[config.mk]
export PLATFORM = sky130hd
export DESIGN_NAME = pwm_pair_timer
export DESIGN_NICKNAME = d
export VERILOG_FILES = /design/src/rtl/pwm_pair_pkg.sv /design/src/rtl/pwm_updown_counter.sv /design/src/rtl/pwm_event_flags.sv /design/src/rtl/pwm_deadband.sv /design/src/rtl/pwm_pair_timer.sv
export SDC_FILE = /design/constraint.sdc
export NUM_CORES = 1
export LEC_CHECK = 0
export BUFFER_PORTS_ARGS = -buffer_cell sky130_fd_sc_hd__buf_2
export CAP_MARGIN = 5
export CORE_ASPECT_RATIO = 1.25
export CORE_MARGIN = 5
export CORE_UTILIZATION = 27
export CTS_CLUSTER_SIZE = 12
export DETAILED_ROUTE_END_ITERATION = 12
export PLACE_DENSITY = 0.48
export SYNTH_ARGS = -nofsm -noshare
export SYNTH_HDL_FRONTEND = slang
export SYNTH_HIERARCHICAL = 1
export SYNTH_SLANG_ARGS = --single-unit
export TNS_END_PERCENT = 10
[constraint.sdc]
create_clock -name clk -period 3 [get_ports clk]
set_input_delay 0.6 -clock clk [delete_from_list [all_inputs] [get_ports clk]]
set_output_delay 0.6 -clock clk [all_outputs]
set_load 0.02 [all_outputs]
[src/rtl/pwm_pair_pkg.sv]
package pwm_pair_pkg;

   localparam int NUM_FLAGS = 4;

   // status bit positions
   localparam int FLG_ZERO = 0;
   localparam int FLG_PEAK = 1;
   localparam int FLG_CUP  = 2;
   localparam int FLG_CDN  = 3;

   typedef enum logic [2:0] {
      REG_PERIOD  = 3'd0,
      REG_COMPARE = 3'd1,
      REG_DEAD    = 3'd2,
      REG_CTRL    = 3'd3,
      REG_IEN     = 3'd4,
      REG_STATUS  = 3'd5
   } reg_addr_e;

endpackage

[src/rtl/pwm_updown_counter.sv]
module pwm_updown_counter #(
   parameter int CNT_W = 16
) (
   input  logic             clk,
   input  logic             rst_n,
   input  logic             run,
   input  logic [CNT_W-1:0] per_shadow,
   input  logic [CNT_W-1:0] cmp_shadow,
   output logic [CNT_W-1:0] cnt,
   output logic             dir_up,
   output logic [CNT_W-1:0] per_act,
   output logic [CNT_W-1:0] cmp_act
);

   logic [CNT_W-1:0] nxt;
   logic             nxt_dir;

   always_comb begin
      if (per_act == '0) begin
         nxt     = '0;
         nxt_dir = 1'b1;
      end else begin
         nxt = dir_up ? cnt + 1'b1 : cnt - 1'b1;
         if (nxt == per_act)
            nxt_dir = 1'b0;
         else if (nxt == '0)
            nxt_dir = 1'b1;
         else
            nxt_dir = dir_up;
      end
   end

   always_ff @(posedge clk or negedge rst_n) begin
      if (!rst_n) begin
         cnt     <= '0;
         dir_up  <= 1'b1;
         per_act <= '0;
         cmp_act <= '0;
      end else if (!run) begin
         cnt     <= '0;
         dir_up  <= 1'b1;
         per_act <= per_shadow;
         cmp_act <= cmp_shadow;
      end else begin
         cnt    <= nxt;
         dir_up <= nxt_dir;
         if (nxt == '0) begin
            per_act <= per_shadow;
            cmp_act <= cmp_shadow;
         end
      end
   end

   AST_CNT_BOUND: assert property (@(posedge clk) disable iff (!rst_n)
      cnt <= per_act);

   AST_PEAK_TURNS: assert property (@(posedge clk) disable iff (!rst_n)
      (run && per_act != '0 && cnt == per_act) |-> !dir_up);

   AST_FLOOR_RISES: assert property (@(posedge clk) disable iff (!rst_n)
      (cnt == '0) |-> dir_up);

endmodule

[src/rtl/pwm_event_flags.sv]
module pwm_event_flags #(
   parameter int NF = 4
) (
   input  logic          clk,
   input  logic          rst_n,
   input  logic [NF-1:0] ev,
   input  logic [NF-1:0] clr,
   input  logic [NF-1:0] ien,
   output logic [NF-1:0] flags,
   output logic          irq
);

   for (genvar gi = 0; gi < NF; gi++) begin : g_flag
      always_ff @(posedge clk or negedge rst_n) begin
         if (!rst_n)
            flags[gi] <= 1'b0;
         else
            flags[gi] <= (flags[gi] & ~clr[gi]) | ev[gi];
      end

      AST_SET_WINS: assert property (@(posedge clk) disable iff (!rst_n)
         $past(ev[gi]) |-> flags[gi]);

      AST_CLEAR_TAKES: assert property (@(posedge clk) disable iff (!rst_n)
         $past(clr[gi] && !ev[gi]) |-> !flags[gi]);
   end

   assign irq = |(flags & ien);

endmodule

[src/rtl/pwm_deadband.sv]
module pwm_deadband #(
   parameter int DT_W = 8
) (
   input  logic            clk,
   input  logic            rst_n,
   input  logic            run,
   input  logic            raw,
   input  logic [DT_W-1:0] dead,
   input  logic [1:0]      inv,
   output logic [1:0]      pin
);

   logic            lvl;
   logic            en_q;
   logic [DT_W-1:0] dt_left;
   logic [1:0]      pre;

   always_ff @(posedge clk or negedge rst_n) begin
      if (!rst_n) begin
         lvl     <= 1'b0;
         en_q    <= 1'b0;
         dt_left <= '0;
      end else begin
         en_q <= run;
         if (!run) begin
            lvl     <= 1'b0;
            dt_left <= '0;
         end else if (raw != lvl) begin
            lvl     <= raw;
            dt_left <= dead;
         end else if (dt_left != '0) begin
            dt_left <= dt_left - 1'b1;
         end
      end
   end

   assign pre[0] = en_q &  lvl & (dt_left == '0);
   assign pre[1] = en_q & ~lvl & (dt_left == '0);

   for (genvar gi = 0; gi < 2; gi++) begin : g_pol
      assign pin[gi] = pre[gi] ^ inv[gi];
   end

   AST_A_AFTER_RAW: assert property (@(posedge clk) disable iff (!rst_n)
      $rose(pre[0]) |-> $past(raw) && $past(run));

   AST_B_AFTER_RAW: assert property (@(posedge clk) disable iff (!rst_n)
      $rose(pre[1]) |-> !$past(raw) && $past(run));

   AST_IDLE_QUIET: assert property (@(posedge clk) disable iff (!rst_n)
      $past(!run) |-> pre == 2'b00);

endmodule

[src/rtl/pwm_pair_timer.sv]
module pwm_pair_timer
   import pwm_pair_pkg::*;
#(
   parameter int CNT_W = 16,
   parameter int DT_W  = 8
) (
   input  logic             clk,
   input  logic             rst_n,
   input  logic             wr_en,
   input  logic [2:0]       addr,
   input  logic [CNT_W-1:0] wr_data,
   output logic [CNT_W-1:0] rd_data,
   output logic             pwm_a,
   output logic             pwm_b,
   output logic             irq
);

   if (CNT_W < 4 || CNT_W > 32) begin : g_bad_cnt_w
      $error("pwm_pair_timer: CNT_W must lie in 4..32");
   end
   if (DT_W < 1 || DT_W > CNT_W) begin : g_bad_dt_w
      $error("pwm_pair_timer: DT_W must lie in 1..CNT_W");
   end

   logic [CNT_W-1:0]     per_sh, cmp_sh;
   logic [DT_W-1:0]      dead_r;
   logic                 run, inv_a, inv_b;
   logic [NUM_FLAGS-1:0] ien, flags, ev, clr;
   logic [CNT_W-1:0]     cnt, per_act, cmp_act;
   logic                 dir_up, match;
   logic [1:0]           pins;

   always_ff @(posedge clk or negedge rst_n) begin
      if (!rst_n) begin
         per_sh <= '0;
         cmp_sh <= '0;
         dead_r <= '0;
         run    <= 1'b0;
         inv_a  <= 1'b0;
         inv_b  <= 1'b0;
         ien    <= '0;
      end else if (wr_en) begin
         case (reg_addr_e'(addr))
            REG_PERIOD:  per_sh <= wr_data;
            REG_COMPARE: cmp_sh <= wr_data;
            REG_DEAD:    dead_r <= wr_data[DT_W-1:0];
            REG_CTRL:    {inv_b, inv_a, run} <= wr_data[2:0];
            REG_IEN:     ien <= wr_data[NUM_FLAGS-1:0];
            default: ;
         endcase
      end
   end

   assign clr = (wr_en && addr == REG_STATUS) ? wr_data[NUM_FLAGS-1:0] : '0;

   always_comb begin
      case (reg_addr_e'(addr))
         REG_PERIOD:  rd_data = per_sh;
         REG_COMPARE: rd_data = cmp_sh;
         REG_DEAD:    rd_data = CNT_W'(dead_r);
         REG_CTRL:    rd_data = CNT_W'({inv_b, inv_a, run});
         REG_IEN:     rd_data = CNT_W'(ien);
         REG_STATUS:  rd_data = CNT_W'(flags);
         default:     rd_data = '0;
      endcase
   end

   pwm_updown_counter #(.CNT_W(CNT_W)) u_cnt (
      .clk        (clk),
      .rst_n      (rst_n),
      .run        (run),
      .per_shadow (per_sh),
      .cmp_shadow (cmp_sh),
      .cnt        (cnt),
      .dir_up     (dir_up),
      .per_act    (per_act),
      .cmp_act    (cmp_act)
   );

   assign match         = run && (cnt == cmp_act);
   assign ev[FLG_ZERO]  = run && (cnt == '0);
   assign ev[FLG_PEAK]  = run && (cnt == per_act);
   assign ev[FLG_CUP]   = match &&  dir_up;
   assign ev[FLG_CDN]   = match && !dir_up;

   pwm_event_flags #(.NF(NUM_FLAGS)) u_flags (
      .clk   (clk),
      .rst_n (rst_n),
      .ev    (ev),
      .clr   (clr),
      .ien   (ien),
      .flags (flags),
      .irq   (irq)
   );

   pwm_deadband #(.DT_W(DT_W)) u_db (
      .clk   (clk),
      .rst_n (rst_n),
      .run   (run),
      .raw   (cnt < cmp_act),
      .dead  (dead_r),
      .inv   ({inv_b, inv_a}),
      .pin   (pins)
   );

   assign pwm_a = pins[0];
   assign pwm_b = pins[1];

   AST_PEAK_MATCH_DOWN: assert property (@(posedge clk) disable iff (!rst_n)
      (run && per_act != '0 && cnt == cmp_act && cnt == per_act) |=> flags[FLG_CDN]);

   AST_ZERO_MATCH_UP: assert property (@(posedge clk) disable iff (!rst_n)
      (run && cnt == '0 && cmp_act == '0) |=> flags[FLG_CUP]);

   AST_IRQ_NEEDS_FLAG: assert property (@(posedge clk) disable iff (!rst_n)
      irq |-> flags != '0);

endmodule

==> results.md <==
* Post-DP Area at about 0.008 mm2
* Post-synth net total at 674
* Syn Area/Cell at 11.2 um2
* Main synth FF type: dfrtp_1
* Total congestion overflow at 0
* Clk slew on worst S/H paths at approximately 0.08 ns
* Yosys reg bits at 110
* Core Area at 0.0253 mm2
* Worst path depth at 15
* RSZ-0062 raised after global routing: yes
* Die H at 189 um
* Outcome: finished, violations left
* Cells after Synth at between 600 and 700
* Slack of the critical path at -0.378 ns
* Number of diodes at 0
* Cell taking the most area after synthesis: dfrtp_1
* Area Overhead vs Synth at 28.1%
* Antenna violations before repair at 0
* Leakage power total at 4.06 nW
* Hpwl dp at 14100 um
* Slowest cell on crit path: dfstp_2
* Hold_buf cts at 0
* Max capacitance violation total at 0
* Residual DRC at 0
* Area contributors post-synth: dfrtp_1 39%, mux2_4 8.7%, mux2_2 6.8%, ha_1 5.9%, xnor2_1 3.3%
* First-pass GRT wire length at 29000 um
* Largest buffer count on any clock path at 2
* Post-synthesis simple-gate area fraction at 13.0%
* Synth Area in Compound Gates at between 10 and 15%
* Final instance area at slightly below 0.009 mm2
* WHS at 0.174 ns
* Synth Area in Adders at under 10%
* RePlAce Congestion at about 0.86
* Clock latency on the worst-skew pair at 0.35 ns
* Port bufs at 40
* Largest net degree at the start of global routing at 57
* Layout cells sized above 1 at 40.3%
* Layout Skew at between 0.01 and 0.015 ns
* FP Rows at 65
* Final Max Tran Viols at 0
* Num CTS Buffers at 9
* CP Launch Type: register
* Tcrit/Tclk final at 113%
* Post-synthesis async set-or-reset flop share at 100%
* Yosys Warn Count at 6
* Via count at 5095
* Starting Density at 27.4%
* Post-place setup slack at -0.462 ns
* Setup CP Type: register to register
* Detail Route Antenna Nets at 0
* EDFF count, synth at 0
* Gr usage total at between 10% and 20%
* CTS tree: built
* WP data arrival at 3.60 ns
* Final hold viol count at 0
* Vias in the first global route at about 5300
* Crit Path Max Fanout at 14
* Number of nets in the layout at 806
* CP top delay family: compound AO/OA/AOI/OAI gates
* Rel. slew slack at 59.4%
* Area share of the largest cell type after synthesis at 39.3%
* Final setup TNS at -11.48 ns
* XOR/XNOR Fraction of Synth Area at around 7%
* WP data required at 3.23 ns
* Final setup viols at 33
* Avg WL per Cell at 17.1 um
* Fmax at between 200 and 300 MHz
* Post-synthesis mux area share at 18.2%
* CP Capture Type: register
* Sink Count at 110
* Die width at ~150 um
* CP Cell Sequence: clkinvlp_4 -> buf_6 -> clkbuf_16 -> ha_4 -> buf_6 -> nand2_2 -> o21a_2 -> buf_6 -> a31o_1 -> a221oi_2 -> nand4_1 -> o21bai_4 -> buf_4 -> buf_12 -> mux2_1
* Measured slew at the worst slew-check pin at 0.604 ns
* R2R setup slack at -0.38 ns
* Via-to-Cell Ratio at 4.67
* H-tree level count at 3
* Post-Syn Area at 0.00694 mm2
* Most used cell, CP: buf_6
* Combinational family with the most area after synthesis: multiplexers
* Worst vdd ir at approximately 0.00041 V
* DRT iter0 DRCs at 229
* Failing checks: setup timing
* Routed WL at between 15000 and 20000 um
* Clock Root Buffer: clkbuf_16
* Io pins at 41
* Tmin final at 3.38 ns
* Pwr/cell area at 640 mW/mm2
* Die Footprint at 0.0290 mm2
* Bufs and invs on worst path at 7
* Drt first pass iters at 4
* R2R depth at 15
* Crit-path max cell delay at 0.56 ns
* Synth unique cells at 86
* Seq/Total Area, Yosys at between 30% and 40%
* HP Class: input pin to asynchronous set/reset pin
-- flip-flops by register name, summed over array words and instances (netlist names), 4 cells and up --
register       cells
cmp_sh            16
per_sh            16
u_cnt/cmp_act     16
u_cnt/cnt         16
u_cnt/per_act     16
dead_r             8
u_db/dt_left       8
ien                4
u_flags/flags      4
-- cell type report --
cell class | instances | area (um2)
inverter | 32 | 124
sequential | 110 | 2750
timing repair buffer | 142 | 1100
multi-input combinational | 455 | 4200
clock buffer | 10 | 239
fill | 2536 | 16400
clock inverter | 6 | 55.1
tap | 335 | 419
-- per-layer routing --
layer / wire length, um / global-route usage [%]
met4: 368 / 3.94
met1: 8030 / 15.2
met5: 0 / 0
met2: 9980 / 23.0
met3: 261 / 1.19
-- cell usage in the layout, fill, tap and decap left out, types with 4 or more instances in the layout --
cell and count:
ha_1 21, nor2b_1 9, nor4_1 9, mux2_4 40, a211oi_1 10, xnor2_1 26, buf_6 5, buf_12 5
ha_4 12, or4_1 4, and2_1 5, mux2_2 42, buf_4 90, o21a_1 4, nand2b_1 5, o22ai_1 4
nor2_1 52, xor2_1 21, a21oi_1 25, buf_2 39, mux2i_1 17, nand4_1 13, inv_1 31, clkbuf_16 11
a21o_1 6, a22oi_1 7, dfrtp_1 109, nand3_1 10, nand2_1 20, o21ai_0 7
-- synthesized netlist by cell type, types with 12 or more instances --
| cell type | n |
|---|---|
| a21oi_1 | 28 |
| mux2i_1 | 17 |
| nand2_1 | 22 |
| nand4_1 | 13 |
| inv_1 | 32 |
| nor2_1 | 54 |
| dfrtp_1 | 109 |
| mux2_2 | 42 |
| mux2_4 | 40 |
| xor2_1 | 23 |
| xnor2_1 | 26 |
| nand3_1 | 12 |
| ha_1 | 33 |
-- logic make-up after synthesis --
family,after synthesis
buffers and inverters,53
DFF,110
and+or+nand+nor,162
muxes,101
AOI/OAI and AO/OA,106
xor gates and xnor gates,52
adders and majority gates,34
-- report_power, final --
group / internal, mW / total, mW / switching (mW)
registers: 1.90 / 2.36 / 0.461
logic: 1.21 / 2.14 / 0.927
clock network: 0.602 / 1.19 / 0.588
total: 3.72 / 5.69 / 1.98
-- path summary, 6_finish.rpt --
path,startpoint,end
worst min-delay path,rst_n,per_sh[10]
worst max register to register,u_cnt/dir_up,u_cnt/per_act[9]
worst max-delay path,u_cnt/dir_up,u_cnt/per_act[9]
worst min register to register,u_cnt/cmp_act[8],u_cnt/cmp_act[8]
min in group clk,wr_data[14],per_sh[14]
max in group asynchronous,rst_n,ien[1]
-- what timing repair did --
action                                  in CTS  in global routing
cloned                                       1                  2
resized for setup                           14                 37
setup buffers                                6                  5
pin swaps                                    5                  7
endpoints found under the setup margin      33                 34
-- per-stage QoR --
step	util, %	power [mW]	cells
after floorplan	-	3.83	618
after global placement	32.0	4.43	1060
after detailed placement	32.0	4.44	1060
after CTS	33.8	5.72	1083
after global routing	35.2	6.08	1090
final	35.2	5.69	1090
Power figures use the tool's default switching activity.
